[src/rtl/uart_tx_pkg.sv]
package uart_tx_pkg;

  typedef enum logic [1:0] {
    SEL_QUEUE = 2'd0,
    SEL_DIV   = 2'd1,
    SEL_LINE  = 2'd2,
    SEL_QCTL  = 2'd3
  } wr_sel_e;

  localparam int LB_TXEN   = 0;
  localparam int LB_WIDE   = 2;
  localparam int LB_STOP2  = 3;
  localparam int LB_PAREN  = 4;
  localparam int LB_PARODD = 5;
  localparam int LB_BREAK  = 9;

  typedef struct packed {
    logic brk;
    logic par_odd;
    logic par_en;
    logic stop2;
    logic wide;
    logic tx_en;
  } line_cfg_t;

endpackage

[src/rtl/uart_tx_fifo.sv]
module uart_tx_fifo #(
  parameter int DEPTH = 16,
  parameter int WIDTH = 8,
  localparam int PTR_W = $clog2(DEPTH),
  localparam int LVL_W = $clog2(DEPTH + 1)
) (
  input  logic             clk,
  input  logic             rst_n,
  input  logic             flush_i,
  input  logic             push_i,
  input  logic [WIDTH-1:0] din_i,
  input  logic             pop_i,
  output logic [WIDTH-1:0] dout_o,
  output logic [LVL_W-1:0] level_o,
  output logic             empty_o,
  output logic             ovf_o
);

  logic [WIDTH-1:0] mem [DEPTH];
  logic [PTR_W-1:0] rd_q, rd_n, wr_q, wr_n;
  logic [LVL_W-1:0] lvl_q, lvl_n;
  logic             ovf_q, ovf_n;
  logic             full, push_ok, pop_ok;

  assign full    = (lvl_q == LVL_W'(DEPTH));
  assign empty_o = (lvl_q == '0);
  assign push_ok = push_i & ~full & ~flush_i;
  assign pop_ok  = pop_i & ~empty_o & ~flush_i;

  always_comb begin
    rd_n  = rd_q;
    wr_n  = wr_q;
    lvl_n = lvl_q;
    ovf_n = ovf_q;
    if (flush_i) begin
      rd_n  = '0;
      wr_n  = '0;
      lvl_n = '0;
      ovf_n = 1'b0;
    end else begin
      if (push_i && full) ovf_n = 1'b1;
      if (push_ok) wr_n = (wr_q == PTR_W'(DEPTH - 1)) ? '0 : wr_q + 1'b1;
      if (pop_ok)  rd_n = (rd_q == PTR_W'(DEPTH - 1)) ? '0 : rd_q + 1'b1;
      lvl_n = lvl_q + LVL_W'(push_ok) - LVL_W'(pop_ok);
    end
  end

  always_ff @(posedge clk or negedge rst_n) begin
    if (!rst_n) begin
      rd_q  <= '0;
      wr_q  <= '0;
      lvl_q <= '0;
      ovf_q <= 1'b0;
    end else begin
      rd_q  <= rd_n;
      wr_q  <= wr_n;
      lvl_q <= lvl_n;
      ovf_q <= ovf_n;
    end
  end

  always_ff @(posedge clk) begin
    if (push_ok) mem[wr_q] <= din_i;
  end

  assign dout_o  = mem[rd_q];
  assign level_o = lvl_q;
  assign ovf_o   = ovf_q;


  ovf_set_chk: assert property (@(posedge clk) disable iff (!rst_n)
    (push_i && full && !flush_i) |=> (ovf_o && level_o == LVL_W'(DEPTH) - LVL_W'($past(pop_ok))));


  flush_empty_chk: assert property (@(posedge clk) disable iff (!rst_n)
    flush_i |=> (level_o == '0 && !ovf_o));

endmodule

[src/rtl/uart_tx_baud.sv]
module uart_tx_baud #(
  parameter int DIV_W = 10,
  parameter int OVS   = 16,
  localparam int SMP_W = $clog2(OVS)
) (
  input  logic             clk,
  input  logic             rst_n,
  input  logic             run_i,
  input  logic [DIV_W-1:0] div_i,
  output logic             bit_end_o
);

  logic [DIV_W-1:0] pre_q, pre_n;
  logic [SMP_W-1:0] smp_q, smp_n;
  logic             tick;

  assign tick      = run_i & (pre_q == div_i);
  assign bit_end_o = tick & (smp_q == SMP_W'(OVS - 1));

  always_comb begin
    pre_n = pre_q;
    smp_n = smp_q;
    if (!run_i) begin
      pre_n = '0;
      smp_n = '0;
    end else if (tick) begin
      pre_n = '0;
      smp_n = (smp_q == SMP_W'(OVS - 1)) ? '0 : smp_q + 1'b1;
    end else begin
      pre_n = pre_q + 1'b1;
    end
  end

  always_ff @(posedge clk or negedge rst_n) begin
    if (!rst_n) begin
      pre_q <= '0;
      smp_q <= '0;
    end else begin
      pre_q <= pre_n;
      smp_q <= smp_n;
    end
  end

endmodule

[src/rtl/uart_tx_shift.sv]
module uart_tx_shift
  import uart_tx_pkg::*;
#(
  parameter int DATA_W = 8,
  localparam int FRAME_W = DATA_W + 4,
  localparam int CNT_W   = $clog2(FRAME_W + 1)
) (
  input  logic              clk,
  input  logic              rst_n,
  input  logic              start_i,
  input  logic [DATA_W-1:0] data_i,
  input  line_cfg_t         cfg_i,
  input  logic              bit_end_i,
  output logic              active_o,
  output logic              line_o
);

  logic [FRAME_W-1:0] frame_d, sh_q, sh_n;
  logic [CNT_W-1:0]   len_d, rem_q, rem_n;
  logic               act_q, act_n;
  logic [DATA_W-1:0]  mask;
  logic               par;
  int                 nb;

  always_comb begin
    nb      = cfg_i.wide ? DATA_W : DATA_W - 1;
    mask    = cfg_i.wide ? '1 : {1'b0, {(DATA_W-1){1'b1}}};
    par     = (^(data_i & mask)) ^ cfg_i.par_odd;
    frame_d = '1;
    frame_d[0] = 1'b0;
    for (int i = 0; i < DATA_W; i++) begin
      if (i < nb) frame_d[1 + i] = data_i[i];
    end
    if (cfg_i.par_en) frame_d[1 + nb] = par;
    len_d = CNT_W'(2 + nb) + CNT_W'(cfg_i.par_en) + CNT_W'(cfg_i.stop2);
  end

  always_comb begin
    act_n = act_q;
    sh_n  = sh_q;
    rem_n = rem_q;
    if (start_i && !act_q) begin
      act_n = 1'b1;
      sh_n  = frame_d;
      rem_n = len_d;
    end else if (act_q && bit_end_i) begin
      sh_n  = {1'b1, sh_q[FRAME_W-1:1]};
      rem_n = rem_q - 1'b1;
      if (rem_q == CNT_W'(1)) act_n = 1'b0;
    end
  end

  always_ff @(posedge clk or negedge rst_n) begin
    if (!rst_n) begin
      act_q <= 1'b0;
      sh_q  <= '1;
      rem_q <= '0;
    end else begin
      act_q <= act_n;
      sh_q  <= sh_n;
      rem_q <= rem_n;
    end
  end

  assign active_o = act_q;
  assign line_o   = act_q ? sh_q[0] : 1'b1;


  start_low_chk: assert property (@(posedge clk) disable iff (!rst_n)
    (start_i && !active_o) |=> (active_o && !line_o));

endmodule

[src/rtl/uart_tx_line.sv]
module uart_tx_line
  import uart_tx_pkg::*;
#(
  parameter int FIFO_DEPTH = 16,
  parameter int DATA_W     = 8,
  parameter int DIV_W      = 10,
  parameter int OVS        = 16,
  parameter int WR_W       = 16,
  parameter int DIV_RESET  = 7,
  localparam int LVL_W = $clog2(FIFO_DEPTH + 1)
) (
  input  logic             clk,
  input  logic             rst_n,
  input  logic             wr_en,
  input  logic [1:0]       wr_addr,
  input  logic [WR_W-1:0]  wr_data,
  output logic [LVL_W-1:0] fifo_level,
  output logic             fifo_ovf,
  output logic             busy,
  output logic             txd
);

  logic [DIV_W-1:0]  div_q, div_n;
  line_cfg_t         cfg_q, cfg_n;
  logic              flush_q, flush_n;
  logic              wr_queue, wr_div, wr_line, wr_qctl;
  logic              fifo_empty, start, bit_end, line;
  logic [DATA_W-1:0] head;

  assign wr_queue = wr_en & (wr_addr == SEL_QUEUE);
  assign wr_div   = wr_en & (wr_addr == SEL_DIV);
  assign wr_line  = wr_en & (wr_addr == SEL_LINE);
  assign wr_qctl  = wr_en & (wr_addr == SEL_QCTL);

  always_comb begin
    div_n   = div_q;
    cfg_n   = cfg_q;
    flush_n = wr_qctl & wr_data[0];
    if (wr_div && !busy) div_n = wr_data[DIV_W-1:0];
    if (wr_line) begin
      cfg_n.tx_en   = wr_data[LB_TXEN];
      cfg_n.wide    = wr_data[LB_WIDE];
      cfg_n.stop2   = wr_data[LB_STOP2];
      cfg_n.par_en  = wr_data[LB_PAREN];
      cfg_n.par_odd = wr_data[LB_PARODD];
      cfg_n.brk     = wr_data[LB_BREAK];
    end
  end

  always_ff @(posedge clk or negedge rst_n) begin
    if (!rst_n) begin
      div_q   <= DIV_W'(DIV_RESET);
      cfg_q   <= '0;
      flush_q <= 1'b0;
    end else begin
      div_q   <= div_n;
      cfg_q   <= cfg_n;
      flush_q <= flush_n;
    end
  end

  assign start = ~busy & cfg_q.tx_en & ~fifo_empty & ~flush_q;

  uart_tx_fifo #(.DEPTH(FIFO_DEPTH), .WIDTH(DATA_W)) u_fifo (
    .clk     (clk),
    .rst_n   (rst_n),
    .flush_i (flush_q),
    .push_i  (wr_queue),
    .din_i   (wr_data[DATA_W-1:0]),
    .pop_i   (start),
    .dout_o  (head),
    .level_o (fifo_level),
    .empty_o (fifo_empty),
    .ovf_o   (fifo_ovf)
  );

  uart_tx_baud #(.DIV_W(DIV_W), .OVS(OVS)) u_baud (
    .clk       (clk),
    .rst_n     (rst_n),
    .run_i     (busy),
    .div_i     (div_q),
    .bit_end_o (bit_end)
  );

  uart_tx_shift #(.DATA_W(DATA_W)) u_shift (
    .clk       (clk),
    .rst_n     (rst_n),
    .start_i   (start),
    .data_i    (head),
    .cfg_i     (cfg_q),
    .bit_end_i (bit_end),
    .active_o  (busy),
    .line_o    (line)
  );

  assign txd = ~cfg_q.brk & line;


  tx_hold_chk: assert property (@(posedge clk) disable iff (!rst_n)
    (!cfg_q.tx_en && !busy) |=> !busy);


  div_lock_chk: assert property (@(posedge clk) disable iff (!rst_n)
    (busy && wr_div) |=> $stable(div_q));

endmodule

[config.mk]
export PLATFORM = sky130hd
export DESIGN_NAME = uart_tx_line
export DESIGN_NICKNAME = d
export VERILOG_FILES = /design/src/rtl/uart_tx_pkg.sv /design/src/rtl/uart_tx_fifo.sv /design/src/rtl/uart_tx_baud.sv /design/src/rtl/uart_tx_shift.sv /design/src/rtl/uart_tx_line.sv
export SDC_FILE = /design/constraint.sdc
export NUM_CORES = 1
export LEC_CHECK = 0
export CAP_MARGIN = 40
export CORE_AREA = 2 2 124 126
export CTS_BUF_LIST = sky130_fd_sc_hd__clkbuf_4
export DETAILED_ROUTE_END_ITERATION = 7
export DIE_AREA = 0 0 126 128
export GPL_TIMING_DRIVEN = 0
export PLACE_DENSITY = 0.76
export SLEW_MARGIN = 40
export SYNTH_ARGS = -nofsm -noshare
export SYNTH_HDL_FRONTEND = slang
export SYNTH_HIERARCHICAL = 1
export SYNTH_SLANG_ARGS = --single-unit
[constraint.sdc]
create_clock -name clk -period 3.45 [get_ports clk]
set_clock_uncertainty 0.15 [all_clocks]
set_input_delay 0.69 -clock clk [delete_from_list [all_inputs] [get_ports clk]]
set_output_delay 0.69 -clock clk [all_outputs]
set_load 0.01 [all_outputs]
After elaboration in Yosys (flattened, before gate mapping)
Memory sizes are Yosys's and may differ from the RTL's.
Index checks and enable logic that the tools add are counted.
{"block": "op_classes", "n_addsub": 11, "n_mul": 0, "n_div": 0, "magnitude_cmp": 10, "eq_ne": 10, "shift": 0, "mux": 38, "n_bitwise": 22, "reduce_logical": 15}
{"cell": "4-bit by 32-bit < comparator with 1-bit output, first input constant", "count": 4}
{"cell": "3-bit by 32-bit < comparator with 1-bit output, first input constant", "count": 2}
{"cell": "4-bit two-way mux", "count": 12}
{"cell": "12-bit two-way mux", "count": 3}
{"cell": "2-bit by 32-bit adder with 32-bit output, first input constant", "count": 1}
{"cell": "32-bit by 1-bit >= comparator with 1-bit output, second input constant", "count": 1}
{"cell": "1-bit by 32-bit < comparator with 1-bit output, first input constant", "count": 1}
{"cell": "2-bit by 32-bit < comparator with 1-bit output, first input constant", "count": 1}
{"cell": "32-bit by 6-bit < comparator with 1-bit output, second input constant", "count": 1}
{"cell": "10-bit two-way mux", "count": 2}
{"cell": "1-bit two-way mux", "count": 17}
{"cell": "1-bit AND", "count": 15}
{"cell": "4-bit by 1-bit adder with 4-bit output, second input constant", "count": 3}
{"cell": "12-bit bitwise mux", "count": 1}
{"cell": "4-bit equality test, second input constant", "count": 3}
{"cell": "10-bit by 1-bit adder with 10-bit output, second input constant", "count": 1}
{"cell": "10-bit equality test", "count": 1}
{"cell": "2-bit nonzero test", "count": 5}
{"cell": "4-bit by 1-bit adder with 4-bit output", "count": 2}
{"cell": "8-bit AND", "count": 1}
{"cell": "8-bit two-way mux", "count": 1}
{"cell": "8-bit parity", "count": 1}
{"cell": "5-bit by 1-bit adder with 5-bit output", "count": 1}
{"cell": "5-bit equality test, second input constant", "count": 1}
{"cell": "other kinds (16)", "count": 25}
{"block": "totals", "ff_bits": 62, "latch_bits": 0, "ram_bits": 128, "romBits": 0, "input_bits": 21, "output_inout_bits": 8, "n_memories": 1}
{"name": "u_fifo.mem", "words": 16, "width": 8, "read_ports": 1, "rd_ports_with_merged_regs": 0, "write_ports": 1, "line_no": "uart_tx_fifo.sv:19", "source": "logic [WIDTH-1:0] mem [DEPTH];"}

Logic depth before layout (Yosys ltp)
{"block": "depth", "word_depth": 9, "mapped_depth": 16}

Modules after synthesis
Netlist, hierarchy kept.
{"mod": "uart_tx_fifo", "n_inst": 1, "cells_each": 345, "area_per_inst_um2": 5926.9, "seq_area_each_um2": 4194.0}
{"mod": "uart_tx_shift", "n_inst": 1, "cells_each": 89, "area_per_inst_um2": 864.6, "seq_area_each_um2": 387.9}
{"mod": "uart_tx_baud", "n_inst": 1, "cells_each": 86, "area_per_inst_um2": 824.5, "seq_area_each_um2": 350.3}
{"mod": "uart_tx_line", "n_inst": 1, "cells_each": 40, "area_per_inst_um2": 709.4, "seq_area_each_um2": 429.2}

Least setup slack after synthesis
OpenSTA, ideal clock, no wires.
{"block": "synth_path", "kind": "register to register", "startpoint": "register u_fifo.lvl_q[2], in the netlist u_fifo/level_o[2]", "endpoint": "register u_fifo.lvl_q[4], in the netlist u_fifo/level_o[4]", "setup_ns": 0.129, "arrival_ns": 3.245, "setup_slack_ns": -0.074, "stages_incl_launch_ff": 17, "period_less_slack_ns": 3.524, "cell_sequence": "dfrtp_1 -> inv_1 -> ha_1 -> or4b_4 -> inv_1 -> nor4b_1 -> nand2_1 -> nor2_1 -> ha_1 -> inv_1 -> ha_1 -> inv_1 -> fa_1 -> nor2b_1 -> o21bai_1 -> a21oi_1 -> nor3b_1"}
{"block": "synth_between", "elab_chain_len": 8, "word_cells_on_any_way": 13, "cone_classes": "2 x add/sub; 1 x eq/ne; 1 x mux; 8 x bitwise; 1 x reduce/logical"}
{"element": "from (decl)", "line_no": "uart_tx_fifo.sv:21", "source": "logic [LVL_W-1:0] lvl_q, lvl_n;"}
{"element": "from (signal assigned)", "line_no": "uart_tx_fifo.sv:57", "source": "lvl_q <= lvl_n;"}
{"element": "5-bit logical NOT", "line_no": "uart_tx_fifo.sv:26", "source": "assign empty_o = (lvl_q == '0);"}
{"element": "via fifo_empty", "line_no": "uart_tx_line.sv:27", "source": "logic fifo_empty, start, bit_end, line;"}
{"element": "1-bit NOT", "line_no": "uart_tx_line.sv:62", "source": "assign start = ~busy & cfg_q.tx_en & ~fifo_empty & ~flush_q;"}
{"element": "1-bit AND (2 in a row)", "line_no": "uart_tx_line.sv:62"}
{"element": "via start", "line_no": "uart_tx_line.sv:27"}
{"element": "1-bit AND (2 in a row)", "line_no": "uart_tx_fifo.sv:28", "source": "assign pop_ok = pop_i & ~empty_o & ~flush_i;"}
{"element": "5-bit by 1-bit subtractor with 5-bit output", "line_no": "uart_tx_fifo.sv:44", "source": "lvl_n = lvl_q + LVL_W'(push_ok) - LVL_W'(pop_ok);"}
{"element": "5-bit two-way mux", "line_no": "uart_tx_fifo.sv:35", "source": "if (flush_i) begin"}
{"element": "via u_fifo.lvl_n[4]", "line_no": "uart_tx_fifo.sv:21"}
The timed path passes the listed nets, and every way through them passes these cells.
A chain may end at the register's enable or synchronous reset.

Worst setup path in the final report
{"block": "layout_path", "startpoint": "register u_fifo.lvl_q[3], in the netlist u_fifo/level_o[3]", "endpoint": "register u_fifo.lvl_q[4], in the netlist u_fifo/level_o[4]"}
Same word-level chain as after synthesis.

==> results.txt <==
- At the worst endpoint, the arrival time is 3620 ps.
* Drt initial violations: about 510
* Worst-Skew Late Latency: a little under 600 ps
- In the synthesized netlist the async set-or-reset flop fraction comes to 0.319.
* Net Switching: 2050 uW
- Final period utilization: 0.957
- For this run, the post-layout net count is about 650.
* I/O pin count: 29
- The worst register-to-register path begins at u_fifo/level_o[3].
* Part of the Yosys area used for sequential elements: 0.644
- STA puts the critical path data required time at 3770 ps.
* Multiplexer share of the synthesized area: 0.120
- Commonest non-fill, non-tap cell in the layout: sky130_fd_sc_hd__edfxtp_1
- The clock passes through at most 2 buffers.
- Worst Min Path Start: u_shift/sh_q[1]
- Post-synthesis share of cell area spent on and, or, nand and nor gates: 0.0815
* Max stage delay on crit path: 500 ps
* Post-synth design cell area: 8330 um2
- In the global route stage, overall resource usage came out at 0.226.
* Layout-stage area growth over the synthesis result: 9.56%
- Detailed placement HPWL: 11500 um
- Largest net degree at the start of global routing: 45
- The multi-input combinational cells in the finished layout cover a total of approximately 2800 um2.
* Comb pwr share: 0.341
- Area of all placed cells without fillers: 9120 um2
* Final critical-path required period: between 3000 and 4000 ps
* Critical path class: reg2reg
- When the netlist entered floorplanning its net count stood at 599.
- Power density over cell area: between 600 and 700 nW/um2
* Library cell appearing most often on the critical path: sky130_fd_sc_hd__inv_1
- The worst-case IR drop observed on VDD is 0.461 mV.
- Of the total synthesized cell area, the portion taken by XOR and XNOR cells is 0.0377.
- The core region is 14900 um2.
* Total number of vias: 4905
- Die outline width: between 100 and 150 um
- Worst hold path class: reg2reg
- The die is roughly 130 um tall.
- The share of total power dissipated in the clock network is 0.172.
* Avg Vias per Cell: 6.06
- The pre-antenna-repair detailed-routing pass consisted of 4 iterations.
- The clock net in this run drives a total of 188 sinks.
- Clk root buf: sky130_fd_sc_hd__clkbuf_4
- Starting utilization of the core area: 0.560
- The number of antenna violations at the first check in global routing came to 0.
* Post-synthesis compound-gate area fraction: 0.0585
* Slew Limit Headroom: 0.437
- Maximum clock frequency: approximately 300 MHz
- The critical path ends at u_fifo/level_o[4].
- Number of routed nets with antenna violations: 0
- Slowest cell on the critical path: sky130_fd_sc_hd__or4b_4
* Ordered cell list for the critical path: inv_1, ha_2, or4b_4, inv_1, nor4b_4, nand2_2, nor2_1, ha_1, inv_1, ha_1, inv_1, fa_1, nor2b_1, o21bai_1, a21oi_1, nor3b_1
- Of the total power, the share spent switching nets is 0.337.
* Yosys Warn Count: 6
* DRC Markers: 0
- After filler insertion, the fill cell instance count of the layout stands at 1128.
* Count of mapped cells out of synthesis: 560
* Count of antenna diodes in the layout: 0
- The hold violation count in the final report came to 0.
- Reg-to-reg slack, setup: 150 ps
* Leading cell types in the layout, fill and taps excluded: sky130_fd_sc_hd__edfxtp_1 (128), sky130_fd_sc_hd__dfrtp_1 (47), sky130_fd_sc_hd__nand2_1 (42), sky130_fd_sc_hd__mux2i_1 (42), sky130_fd_sc_hd__nor2_1 (33)
- The floorplan step defined a die boundary enclosing 16100 um2.
- The flow ran to the end, and the final reports show no timing, DRC or antenna violations.
* Worst Max-Slew Pin Slew: 841 ps
- STA classifies the critical path endpoint as a flip-flop.
* Leakage power figure: 0.00330 uW
- Overall power consumption: 6080 uW
- The tool flagged a number of max-cap violations equal to 0.
* Average instance area after synthesis: 14.9 um2
- Adder-Cell Fraction of Synth Area: 0.0289
- Post-Place Cell Area: ~8800 um2
- Count of H-tree levels built during CTS: 4
- Among all flip-flop cells after synthesis, the most frequent one is sky130_fd_sc_hd__edfxtp_1.
* Logic depth of the worst register-to-register path: 16
- Endpoint of the worst-slack reg-to-reg timing path: u_fifo/level_o[4]
* Routed len/inst: 21.2 um
* Total of endpoints with negative setup slack in the final report: 0
* TritonCTS clock tree: built
- Via count of the first global-routing pass: ~5k
* Placer's final routability congestion estimate: 0.814
- Maximum fanout encountered on the critical timing path: 4
- Distinct cell type count after synthesis: 53
- Area taken by flip-flops and latches: 5360 um2
* Number of flops mapped to enable cells by yosys: 128
- Part of the power in registers: 0.487
- By area, the combinational part of the netlist is dominated by multiplexers.
- Design internal power: 4030 uW
- RSZ-0062 raised after global routing: false
- Wire length of the first global-routing pass: 27300 um
* Clock-pin slew on the worst setup and hold paths: 160 ps
- Fraction of final layout cells with drive strength greater than 1: 0.192
- Global-route congestion overflow total: 0
- Port-buffer cells: 22
* Nature of the critical path startpoint: flip-flop
- Summed over all layers, the routed wires come to approximately 17000 um.
* Rows: 45
- #FFs+latches synth: 188
- The number of slew-limit violations in the final report was 0.
- Clock tree synthesis inserted a total of 17 buffers.
* Worst Setup SP: u_fifo/level_o[3]
[per-layer routing]
layer / share of wire / global-route usage / vias up
met5: 0 / 0 / -
met4: 0.032 / 0.108 / 0
met3: 0.060 / 0.0593 / 46
met2: 0.49 / 0.361 / 156
met1: 0.41 / 0.291 / 2508
li1: - / - / 2195
[power groups by stage]
stage               combinational [uW]  sequential [uW]  clock, uW
floorplan                         1490             2960          0
global placement                  1940             2990          0
detailed placement                2020             3010          0
CTS                               2050             2960       1070
global route                      2250             3000       1160
finish                            2070             2960       1040
[synth_stat cells (10+ instances only)]
| cell | n | area share |
|---|---|---|
| sky130_fd_sc_hd__o21ai_0 | 21 | 0.013 |
| sky130_fd_sc_hd__xnor2_1 | 26 | 0.027 |
| sky130_fd_sc_hd__nor2_1 | 33 | 0.015 |
| sky130_fd_sc_hd__mux4_2 | 16 | 0.043 |
| sky130_fd_sc_hd__dfstp_2 | 13 | 0.041 |
| sky130_fd_sc_hd__dfrtp_1 | 47 | 0.14 |
| sky130_fd_sc_hd__edfxtp_1 | 128 | 0.46 |
| sky130_fd_sc_hd__ha_1 | 16 | 0.024 |
| sky130_fd_sc_hd__inv_1 | 19 | 0.0086 |
| sky130_fd_sc_hd__nand3_1 | 14 | 0.0084 |
| sky130_fd_sc_hd__mux2i_1 | 42 | 0.050 |
| sky130_fd_sc_hd__nor3_1 | 11 | 0.0066 |
| sky130_fd_sc_hd__nand2_1 | 43 | 0.019 |
| sky130_fd_sc_hd__mux2_4 | 10 | 0.018 |
| sky130_fd_sc_hd__a21oi_1 | 10 | 0.0060 |
| sky130_fd_sc_hd__a221oi_1 | 10 | 0.011 |
[how the worst min path moves through the flow]
stage | end | slack [ps] | depth (start not counted)
final | u_shift/sh_q[0] | 340 | 2
after floorplan | cfg_q[0] | 240 | 0
after global routing | cfg_q[5] | 310 | 2
after CTS | cfg_q[5] | 320 | 2
after detailed placement | u_shift/sh_q[0] | 330 | 2
after global placement | u_shift/sh_q[0] | 310 | 2
[kinds of logic (layout without fill, tap and decap cells)]
kind of cell,count (synthesis),count (layout)
AOI/OAI and AO/OA,65,65
buffers and inverters,43,104
adders and majority gates,18,18
and+or+nand+nor,137,137
DFF,188,188
xor gates and xnor gates,35,35
muxes,74,74
[registers in the layout (all words and copies together), names as in the netlist]
name and count:
u_fifo/mem 128, div_q 10, u_baud/pre_q 10, u_shift/sh_q 10, cfg_q 6, u_fifo/level_o 5
u_baud/smp_q 4, u_fifo/rd_q 4, u_fifo/wr_q 4, u_shift/rem_q 4, flush_q 1, u_fifo/ovf_o 1
u_shift/active_o 1
[stage by stage]
step | utilization | setup slack, ps | hold slack [ps] | cells | setup TNS, ps
final | 0.614 | 150 | 343 | 809 | 0
after global routing | 0.614 | 17.6 | 312 | 809 | 0
after CTS | 0.612 | 62.5 | 320 | 805 | 0
after detailed placement | 0.594 | -681 | 327 | 771 | -40920
after global placement | 0.591 | -524 | 315 | 770 | -46890
after floorplan | - | 216 | 244 | 560 | 0
[critical path, delay by kind of cell (launching register included)]
kind / cells / cell delay, ps
and+or+nand+nor: 6 / 970
buffers and inverters: 4 / 320
DFF: 1 / 440
AOI/OAI and AO/OA: 2 / 280
adders and majority gates: 4 / 1040
[layout make-up]
class                      instances  area share
inverter                          19     0.00782
sequential                       188       0.588
clock inverter                    13      0.0102
tap                              188      0.0258
timing repair buffer              29      0.0307
multi-input combinational        329       0.303
clock buffer                      19      0.0156
buffer                            24      0.0192
[repair_timing]
item                       in CTS  in global routing
hold buffers                    1                  0
setup endpoints to repair       4                  1
setup buffers                   1                  4
pin swaps                       1                  1
resized for setup               2                  2
hold endpoints to repair       15                  0
(Power assumes the default switching activity.)
